**src/rtl/crl_pkg.sv**
```systemverilog
// Shared constants for the two-bus dominant relay core.
// Assumes: dominant is logic 0 on every level signal.
package crl_pkg;
    localparam logic LVL_DOM = 1'b0;
    localparam logic LVL_REC = 1'b1;
    localparam int   NUM_SRC = 4;
    localparam int   NUM_BUS = 2;
    localparam int   NUM_ASYNC = 3;
    // Source slots in the timed source vector.
    localparam int   SRC_LOCAL = 0;
    localparam int   SRC_EXT   = 1;
    localparam int   SRC_BUS1  = 2;
    localparam int   SRC_BUS2  = 3;
endpackage

```
**src/rtl/crl_sync2.sv**
```systemverilog
// Two-flip-flop synchroniser for a vector of asynchronous level bits.
// Assumes: the idle level is recessive, so the stages clear to all ones.
module crl_sync2 #(
    parameter int WIDTH = 3
) (
    input  logic             clk,
    input  logic             clr_n,
    input  logic [WIDTH-1:0] d_i,
    output logic [WIDTH-1:0] q_o
);
    logic [WIDTH-1:0] stage1_q;
    logic [WIDTH-1:0] stage2_q;

    // Shift each bit through two stages; clear to recessive.
    always_ff @(posedge clk) begin
        if (!clr_n) begin
            stage1_q <= '1;
            stage2_q <= '1;
        end else begin
            stage1_q <= d_i;
            stage2_q <= stage1_q;
        end
    end

    assign q_o = stage2_q;
endmodule

```
**src/rtl/crl_dom_timer.sv**
```systemverilog
// Dominant timeout for one source. It passes a dominant through for at
// most LIMIT cycles, then shows recessive until the input goes recessive.
// Assumes: in_i is synchronous to clk and LIMIT >= 1.
module crl_dom_timer #(
    parameter int LIMIT = 64
) (
    input  logic clk,
    input  logic clr_n,
    input  logic in_i,
    output logic out_o
);
    localparam int CW = $clog2(LIMIT + 1);
    localparam logic [CW-1:0] CNT_MAX = CW'(LIMIT);

    logic [CW-1:0] cnt_q;

    // Count dominant cycles and saturate at the limit; restart on recessive.
    always_ff @(posedge clk) begin
        if (!clr_n || in_i) begin
            cnt_q <= '0;
        end else if (cnt_q != CNT_MAX) begin
            cnt_q <= cnt_q + 1'b1;
        end
    end

    assign out_o = in_i | (cnt_q == CNT_MAX);

    assert_cnt_bound_R3: assert property (@(posedge clk) disable iff (!clr_n)
        cnt_q <= CNT_MAX);

    assert_restart_R3: assert property (@(posedge clk) disable iff (!clr_n)
        in_i |=> (cnt_q == '0));
endmodule

```
**src/rtl/crl_fb_suppress.sv**
```systemverilog
// Feedback suppression for one bus. Reception is masked while the bus is
// driven dominant and for HOLD_CYC cycles after the drive returns recessive.
// Assumes: drive_i is the registered bus output.
module crl_fb_suppress #(
    parameter int HOLD_CYC = 4
) (
    input  logic clk,
    input  logic clr_n,
    input  logic drive_i,
    output logic mask_o
);
    localparam int HW = (HOLD_CYC < 1) ? 1 : $clog2(HOLD_CYC + 1);
    localparam logic [HW-1:0] HOLD_LOAD = HW'(HOLD_CYC);

    logic [HW-1:0] hold_q;

    // Reload the hold-off while driving; count down once the drive stops.
    always_ff @(posedge clk) begin
        if (!clr_n) begin
            hold_q <= '0;
        end else if (!drive_i) begin
            hold_q <= HOLD_LOAD;
        end else if (hold_q != '0) begin
            hold_q <= hold_q - 1'b1;
        end
    end

    assign mask_o = ~drive_i | (hold_q != '0);

    generate
        if (HOLD_CYC > 0) begin : g_hold_chk
            assert_mask_after_release_R7: assert property (@(posedge clk)
                disable iff (!clr_n)
                ($rose(drive_i) && $past(clr_n)) |-> mask_o);
        end
    endgenerate
endmodule

```
**src/rtl/can_dual_relay_core.sv**
```systemverilog
// Two-bus dominant relay core. It merges local and external transmit bits
// with two bus receiver bits, and copies dominants between the buses with
// no priority. Each source has a timeout, and feedback suppression stops
// the buses from locking each other dominant.
// Assumes: tx_local_i is synchronous to clk; the other data inputs are
// asynchronous; the enables, por_i and overtemp_i are quasi-static levels.
module can_dual_relay_core #(
    parameter int TIMEOUT_CYC = 64,
    parameter int HOLD_CYC    = 4
) (
    input  logic clk,
    input  logic rst_n,
    input  logic por_i,
    input  logic overtemp_i,
    input  logic tx_local_i,
    input  logic tx_ext_i,
    input  logic bus1_rx_i,
    input  logic bus2_rx_i,
    input  logic rx1_dis_i,
    input  logic rx2_dis_i,
    output logic bus1_tx_o,
    output logic bus2_tx_o,
    output logic rx_local_o
);
    import crl_pkg::*;

    logic                 clr_n;
    logic [NUM_ASYNC-1:0] async_raw;
    logic [NUM_ASYNC-1:0] async_syn;
    logic [NUM_SRC-1:0]   src_raw;
    logic [NUM_SRC-1:0]   src_timed;
    logic [NUM_BUS-1:0]   drive_q;
    logic [NUM_BUS-1:0]   drive_next;
    logic [NUM_BUS-1:0]   rx_mask;
    logic [NUM_BUS-1:0]   rx_open;
    logic                 local_lvl;
    logic                 rx_q;

    assign clr_n = rst_n & ~por_i;

    // Bring the asynchronous bits into the clock domain.
    assign async_raw = {bus2_rx_i, bus1_rx_i, tx_ext_i};

    crl_sync2 #(.WIDTH(NUM_ASYNC)) u_sync (
        .clk   (clk),
        .clr_n (clr_n),
        .d_i   (async_raw),
        .q_o   (async_syn)
    );

    // Gather the sources; a disabled receiver reads as recessive.
    always_comb begin
        src_raw            = '1;
        src_raw[SRC_LOCAL] = tx_local_i;
        src_raw[SRC_EXT]   = async_syn[0];
        src_raw[SRC_BUS1]  = async_syn[1] | rx1_dis_i;
        src_raw[SRC_BUS2]  = async_syn[2] | rx2_dis_i;
    end

    generate
        for (genvar s = 0; s < NUM_SRC; s++) begin : g_timer
            crl_dom_timer #(.LIMIT(TIMEOUT_CYC)) u_timer (
                .clk   (clk),
                .clr_n (clr_n),
                .in_i  (src_raw[s]),
                .out_o (src_timed[s])
            );
        end
        for (genvar b = 0; b < NUM_BUS; b++) begin : g_supp
            crl_fb_suppress #(.HOLD_CYC(HOLD_CYC)) u_supp (
                .clk     (clk),
                .clr_n   (clr_n),
                .drive_i (drive_q[b]),
                .mask_o  (rx_mask[b])
            );
        end
    endgenerate

    // Timed bus receptions with the feedback mask applied.
    assign rx_open[0] = src_timed[SRC_BUS1] | rx_mask[0];
    assign rx_open[1] = src_timed[SRC_BUS2] | rx_mask[1];
    assign local_lvl  = src_timed[SRC_LOCAL] & src_timed[SRC_EXT];

    // Each bus takes the local sources and the opposite bus; heat blocks both.
    always_comb begin
        drive_next[0] = (local_lvl & rx_open[1]) | overtemp_i;
        drive_next[1] = (local_lvl & rx_open[0]) | overtemp_i;
    end

    // Output registers, held recessive in reset and power-on-reset.
    always_ff @(posedge clk) begin
        if (!clr_n) begin
            drive_q <= {NUM_BUS{LVL_REC}};
            rx_q    <= LVL_REC;
        end else begin
            drive_q <= drive_next;
            rx_q    <= local_lvl & rx_open[0] & rx_open[1];
        end
    end

    assign bus1_tx_o  = drive_q[0];
    assign bus2_tx_o  = drive_q[1];
    assign rx_local_o = rx_q;

    assert_por_quiet_R9: assert property (@(posedge clk) disable iff (!rst_n)
        por_i |=> (bus1_tx_o && bus2_tx_o && rx_local_o));

    assert_overtemp_off_R10: assert property (@(posedge clk) disable iff (!rst_n)
        overtemp_i |=> (bus1_tx_o && bus2_tx_o));

    assert_local_drive_R4: assert property (@(posedge clk) disable iff (!rst_n)
        (!tx_local_i && !por_i && !overtemp_i && $past(tx_local_i))
        |=> (!bus1_tx_o && !bus2_tx_o && !rx_local_o));
endmodule

```
**config.mk**
```make
export PLATFORM = sky130hd
export DESIGN_NAME = can_dual_relay_core
export DESIGN_NICKNAME = d
export VERILOG_FILES = /design/src/rtl/crl_pkg.sv /design/src/rtl/crl_sync2.sv /design/src/rtl/crl_dom_timer.sv /design/src/rtl/crl_fb_suppress.sv /design/src/rtl/can_dual_relay_core.sv
export SDC_FILE = /design/constraint.sdc
export NUM_CORES = 1
export LEC_CHECK = 0
export CAP_MARGIN = 25
export CELL_PAD_IN_SITES_DETAIL_PLACEMENT = 0
export CELL_PAD_IN_SITES_GLOBAL_PLACEMENT = 1
export CORE_MARGIN = 2
export CORE_UTILIZATION = 37
export CTS_BUF_LIST = sky130_fd_sc_hd__clkbuf_4 sky130_fd_sc_hd__clkbuf_8
export DETAILED_ROUTE_END_ITERATION = 8
export PLACE_DENSITY = 0.66
export SLEW_MARGIN = 20
export SYNTH_ARGS = -nofsm -noshare
export SYNTH_HDL_FRONTEND = slang
export SYNTH_SLANG_ARGS = --single-unit
```
**constraint.sdc**
```tcl
create_clock -name clk -period 2.73 [get_ports clk]
set_input_delay 0.819 -clock clk [delete_from_list [all_inputs] [get_ports clk]]
set_output_delay 0.819 -clock clk [all_outputs]
set_load 0.005 [all_outputs]
```
==> impl_results.md, run 1 <==
* Clock tree sinks at 43
* Yosys warns at 0
* Top-level port count at 13
* Total CTS buffers at 5
* Final wirelength at between 3 and 4 mm
* Number of antenna repair diodes at 0
* DR vias at approximately 1.5k
* Seq/Total Area, Yosys at 44.50%
* CP peak stage delay at between 0.5 and 0.6 ns
* CP top delay family: buffers and inverters
* Htree depth at 2
* Iter 0 DRT Violations at 34
* Global route overflow at 0
* Net count after synthesis at approximately 240
* Most frequent cells in the layout: dfxtp_1, nor2_1, inv_1, nand2_1, a21oi_1
* Synth top area cells: dfxtp_1, ha_1, xor2_1
* Crit Path Class: reg2out
* Commonest non-fill, non-tap cell in the layout: dfxtp_1
* Chip Width at ~76 um
* Initial antenna violation count at 0
* Tightest Pin Transition at between 0.3 and 0.4 ns
* Area grow syn2layout at 14.42%
* Worst setup EP type: output port
* DP Wirelength at 2.471 mm
* Post-route DRC at 0
* Power density over cell area at 483.6 mW/mm2
* Largest area contributor in the netlist: dfxtp_1
* Final WS setup at ~0.7 ns
* Layout cells sized above 1 at between 4 and 5%
* Syn Area/Cell at between 8 and 9 um2
* Largest net degree at the start of global routing at 14
* Slowest library cell on the worst path: clkdlybuf4s50_1
* Die ar. at about 0.0058 mm2
* Clock Path Buffers at 2
* Hold buffers post-CTS at 0
* Buffers on Ports at 12
* Initial DRT Pass Iterations at 4
* Clock Root Buffer: clkbuf_8
* Max Fanout on Critical Path at 4
* Yosys reg bits at 43
* Vias in the first global route at approximately 1.4k
* CTS tree: built
* DP Worst Slack at about 0.44 ns
* VDD IR max at ~0.20 mV
* Fillers at about 520
* CTS clk-pin slew, worst paths at 0.08 ns
* # Max-Cap Violations at 0
* Top-area cell type share of the netlist area at between 40% and 50%
* Crit path DAT at 1.21 ns
* Postcts setup bufs at 0
* Die extent in y at between 70 and 80 um
* RSZ-0062 raised after global routing: false
* Final worst path period need at 2.028 ns
* Final hold viol count at 0
* Startpoint Class: flop
* Setup TNS at 0 ns
* First-pass GRT wire length at approximately 6 mm
* Outcome: finished, final reports clean
* Antenna-violating nets left at 0
* Total power at 1.070 mW
* GP Congestion at 0.7158
* Final setup skew at between 0.002 and 0.0025 ns
* Synth unique cells at 27
* Max Slew Vio Count at 0
* CP cell instances: clkdlybuf4s50_1
* Initial Utilization at about two fifths
* Crit path buf inv count at 1
* Drt wl/cell at 10.96 um
* Core area at between 0.005 and 0.006 mm2
* Worst rel slew slack at around 74%
* Critical path data required time at roughly 1.9 ns
* Hold/Removal Path Class: reg2reg
* Site Rows at 26
* Drt via density at just under 5
* Post_cts resized at 0
* Fmax at 0.4930 GHz
* Mapped Cells at 219
* Final period util at around three quarters
* Final Net Count at 260
* Leak pwr at ~0.78 nW
* Mapped cell area at 0.001934 mm2
* Final setup violating endpoints at 0
* Total track usage at ~13%
* Skew-Pair Late Insertion Delay at around 0.29 ns
## logic make-up after synthesis
logic type	after synthesis	share of synthesized area (%)
simple gates	84	21.67
compound gates	43	13.65
flops	43	44.50
buf+inv	19	3.752
xor+xnor	14	6.339
fa+ha+maj	14	9.056
mux	2	1.035
## report_power, final
| part | switching, mW | leakage [nW] | total, mW | internal [mW] |
|---|---|---|---|---|
| clock | 0.204 | 0.0406 | 0.385 | 0.181 |
| sequential | 0.00403 | 0.348 | 0.637 | 0.633 |
| combinational | 0.0210 | 0.392 | 0.0483 | 0.0274 |
| total | 0.229 | 0.780 | 1.07 | 0.841 |
## synthesized netlist by cell type
master    count
a21oi_1      16
a31oi_1       4
buf_2         1
clkbuf_1      2
dfxtp_1      43
ha_1         14
inv_1        16
mux2i_1       2
nand2_1      16
nand2b_1      7
nand3_1      11
nor2_1       21
nor2b_1       1
nor3_1        8
nor4_1        2
o2111a_1      2
o211ai_1      2
o21a_1        2
o21ai_0      12
o21bai_1      2
o31ai_1       2
o41ai_2       1
or3_1        12
or3b_2        2
or4_1         4
xnor2_1       4
xor2_1       10
## final cells by class
cell class,count,area (um2),share of cell area (%)
Clock buffer,6,76.32,3.448
Tap cell,70,87.58,3.957
Inverter,16,60.06,2.713
Sequential cell,43,860.8,38.89
Multi-Input combinational cell,157,1001,45.22
Timing Repair Buffer,13,127.6,5.766
## worst reg2reg max path, stage by stage (launching register included)
cell,delay [ns]
dfxtp_1,0.35
or4_1,0.65
o2111a_1,0.32
o41ai_2,0.26
## per-layer routing
metal | vias up | track usage (%) | wire, um
met4 | 0 | 7.091 | 80
met2 | 12 | 20.09 | 1506
met3 | 8 | 3.199 | 81
li1 | 791 | - | -
met1 | 675 | 15.64 | 1674
met5 | - | 0 | 0
## final timing paths
check / startpoint / to / slack, ns / cells past startpoint
worst max-delay path: drive_q[1]$_SDFF_PN1_ / bus2_tx_o / 0.70 / 1
worst min-delay path: u_sync.stage1_q[2]$_SDFF_PN1_ / u_sync.q_o[2]$_SDFF_PN1_ / 0.41 / 1
worst max register to register: g_timer[2].u_timer.cnt_q[2]$_SDFFE_PP0P_ / rx_local_o$_SDFF_PN1_ / 1.07 / 3
worst min register to register: u_sync.stage1_q[2]$_SDFF_PN1_ / u_sync.q_o[2]$_SDFF_PN1_ / 0.41 / 1
## stage by stage
| stage | area (um2) | hold slack [ns] | cells | util [%] |
|---|---|---|---|---|
| 2_1_floorplan | 1934 | 0.3863 | 219 | - |
| 3_3_place_gp | 2137 | 0.3876 | 299 | 42.11 |
| 3_5_place_dp | 2137 | 0.3946 | 299 | 42.11 |
| 4_1_cts | 2213 | 0.4136 | 305 | 43.61 |
| 5_1_grt | 2213 | 0.4275 | 305 | 43.61 |
| 6_report | 2213 | 0.4109 | 305 | 43.61 |
## state kept, by name, summed over array words and instances, names as in the netlist
signal and flops:
rx_local_o 1, u_sync.q_o 3, drive_q 2, u_sync.stage1_q 3, g_timer.u_timer.cnt_q 28, g_supp.u_supp.hold_q 6
No activity file was read; power rests on OpenSTA's default activity.
==> inputs of run 2 (changes only) <==
clock period = 2.05 ns   (was 2.73 ns; I/O delays follow)
==> run 2 against run 1 <==
Against the previous run: sequential cell count is the same; register-to-register slack lost 0.73 ns; critical path depth is the same; die area is the same; routed wire length shrank 1.6%; clock skew grew 0.0026 ns; sequential share of layout area shrank 0.73 points; final cell count grew 1.3%; worst hold slack lost 0.0014 ns; sequential power grew 33%; largest cell class unchanged; clock-buffer cell count grew 2.
==> impl_results.md, run 2 (synthesized netlist as in run 1, its figures left out) <==
* Outcome: finished, final reports clean (unchanged)
* Post_cts resized at 0 (unchanged)
* Worst rel slew slack at 71.42% (was 73.76%)
* First-pass GRT wire length at 5.775 mm (was 5.927 mm)
* Leak pwr at 0.8028 nW (was 0.7800 nW)
* Clock Path Buffers at 2 (unchanged)
* Tightest Pin Transition at 0.4247 ns (was 0.3900 ns)
* DP Wirelength at 2.482 mm (was 2.471 mm)
* GR peak layer: met2 (unchanged)
* Initial DRT Pass Iterations at 4 (unchanged)
* Clock tree sinks at 43 (unchanged)
* Final Net Count at 262 (was 260)
* Slowest library cell on the worst path: clkdlybuf4s50_1 (unchanged)
* CP top delay family: buffers and inverters (unchanged)
* Hold buffers post-CTS at 0 (unchanged)
* Layout cells sized above 1 at 5.858% (was 4.255%)
* Global route overflow at 0 (unchanged)
* VDD IR max at 0.4153 mV (was 0.2040 mV)
* FF/Latch Area at 860.8 um2 (unchanged)
* Final period util at between 80% and 90%
* Max Slew Vio Count at 0 (unchanged)
* Fillers at 534 (was 518)
* Critical path data required time at 1.43 ns (was 1.91 ns)
* GR Util met3 at 4.265% (was 3.199%)
* GP Congestion at 0.7175 (was 0.7158)
* Hold/Removal Path Class: reg2reg (unchanged)
* Site Rows at 26 (unchanged)
* CTS clk-pin slew, worst paths at 0.08 ns (about the same)
* Drt via density at 4.786 (was 4.872)
* Final worst path period need at 1.832 ns
* M2 GR Usage at 20.71% (was 20.09%)
* Most frequent cells in the layout: dfxtp_1, nor2_1, inv_1, nand2_1, a21oi_1 (unchanged)
* Antenna-violating nets left at 0 (unchanged)
* Htree depth at 2 (unchanged)
* Startpoint Class: flop (unchanged)
* CP cell instances: clkdlybuf4s50_1 (unchanged)
* Chip Width at 76.31 um (unchanged)
* Commonest non-fill, non-tap cell in the layout: dfxtp_1 (unchanged)
* # Max-Cap Violations at 0 (unchanged)
* Number of antenna repair diodes at 0 (unchanged)
* Skew-Pair Late Insertion Delay at 0.29 ns (about the same)
* Worst setup EP type: output port (unchanged)
* RSZ-0062 raised after global routing: false (unchanged)
* Clock Root Buffer: clkbuf_8 (unchanged)
* Power density over cell area at 670.5 mW/mm2 (was 483.6 mW/mm2)
* Top-level port count at 13 (unchanged)
* Crit path buf inv count at 1 (unchanged)
* Core area at 0.005075 mm2 (unchanged)
* Post-route DRC at 0 (unchanged)
* Initial antenna violation count at 0 (unchanged)
* Die extent in y at 76.31 um (unchanged)
* Most flop-heavy register: g_timer.u_timer.cnt_q (unchanged)
* Buffers on Ports at 12 (unchanged)
* Postcts setup bufs at 0 (unchanged)
* Initial Utilization at 38.12% (unchanged)
* Top flop regs: g_timer.u_timer.cnt_q: 28 flops, g_supp.u_supp.hold_q: 6 flops (unchanged)
* Hold slack at 0.4095 ns (was 0.4109 ns)
* Setup TNS at 0 ns (unchanged)
* Crit Path Class: reg2out (unchanged)
* Met1 GRT Util at 14.17% (was 15.64%)
* CP peak stage delay at 0.52 ns (about the same)
* Crit path DAT at 1.22 ns (was 1.21 ns)
* Total track usage at 12.41% (was 12.65%)
* Final setup skew at 0.005081 ns (was 0.002454 ns)
* Max Fanout on Critical Path at 4 (unchanged)
* Final WS setup at 0.2178 ns (was 0.7018 ns)
* Largest register FFs at 28 (unchanged)
* CTS tree: built (unchanged)
* Drt wl/cell at 10.64 um (was 10.96 um)
* Final hold viol count at 0 (unchanged)
* Final wirelength at 3.287 mm (was 3.342 mm)
* Iter 0 DRT Violations at 31 (was 34)
* Area grow syn2layout at 16.62% (was 14.42%)
* DR vias at 1479 (was 1486)
* Fmax at between 0.5 and 0.6 GHz
* Multi-input gate area at 0.001001 mm2 (unchanged)
* Total power at 1.513 mW (was 1.070 mW)
* DP Worst Slack at 0.02266 ns (was 0.4391 ns)
* Final setup violating endpoints at 0 (unchanged)
* Largest net degree at the start of global routing at 14 (unchanged)
* Vias in the first global route at 1410 (was 1381)
* Die ar. at 0.005822 mm2 (unchanged)
* Total CTS buffers at 5 (unchanged)
[run 2: cell types whose count changed in the layout (fill, tap and decap cells not counted)]
cell      before  now
buf_4          1    3
clkbuf_8       5    7
[run 2: power breakdown]
group          leakage [nW]  switching [mW]  total (mW)  internal [mW]
Clock                0.0549           0.278       0.598          0.321
Sequential            0.348         0.00538       0.849          0.843
Combinational         0.400          0.0281      0.0655         0.0374
Total                 0.803           0.311        1.51           1.20
[run 2: path summary, 6_finish.rpt]
kind / to / from / depth (start not counted) / slack, ns
hold / removal: u_sync.q_o[2]$_SDFF_PN1_ / u_sync.stage1_q[2]$_SDFF_PN1_ / 1 / 0.41
hold reg to reg: u_sync.q_o[2]$_SDFF_PN1_ / u_sync.stage1_q[2]$_SDFF_PN1_ / 1 / 0.41
setup reg to reg: rx_local_o$_SDFF_PN1_ / g_timer[2].u_timer.cnt_q[2]$_SDFFE_PP0P_ / 3 / 0.34
setup / recovery: bus2_tx_o / drive_q[1]$_SDFF_PN1_ / 1 / 0.22
[run 2: routing by layer]
| layer | up-vias | share of wire [%] |
|---|---|---|
| met5 | - | 0 |
| met2 | 13 | 46 |
| li1 | 799 | - |
| met3 | 5 | 2.9 |
| met4 | 0 | 2.0 |
| met1 | 662 | 49 |
[run 2: layout make-up]
| type | count | area share (%) |
|---|---|---|
| Multi-Input combinational cell | 157 | 44.37 |
| Sequential cell | 43 | 38.16 |
| Timing Repair Buffer | 15 | 6.323 |
| Clock buffer | 8 | 4.603 |
| Tap cell | 70 | 3.882 |
| Inverter | 16 | 2.662 |
[run 2: per-stage QoR]
step,cell area (um2),utilization (%),instances
after floorplan,1934,-,219
after global placement,2152,42.41,301
after detailed placement,2152,42.41,301
after CTS,2256,44.45,309
after global routing,2256,44.45,309
final,2256,44.45,309
==> inputs of run 3 (changes only) <==
CTS_CLUSTER_SIZE = 30   (was unset)
==> results of run 3 <==
Final layout, timing and power as in run 2 (identical DEF).
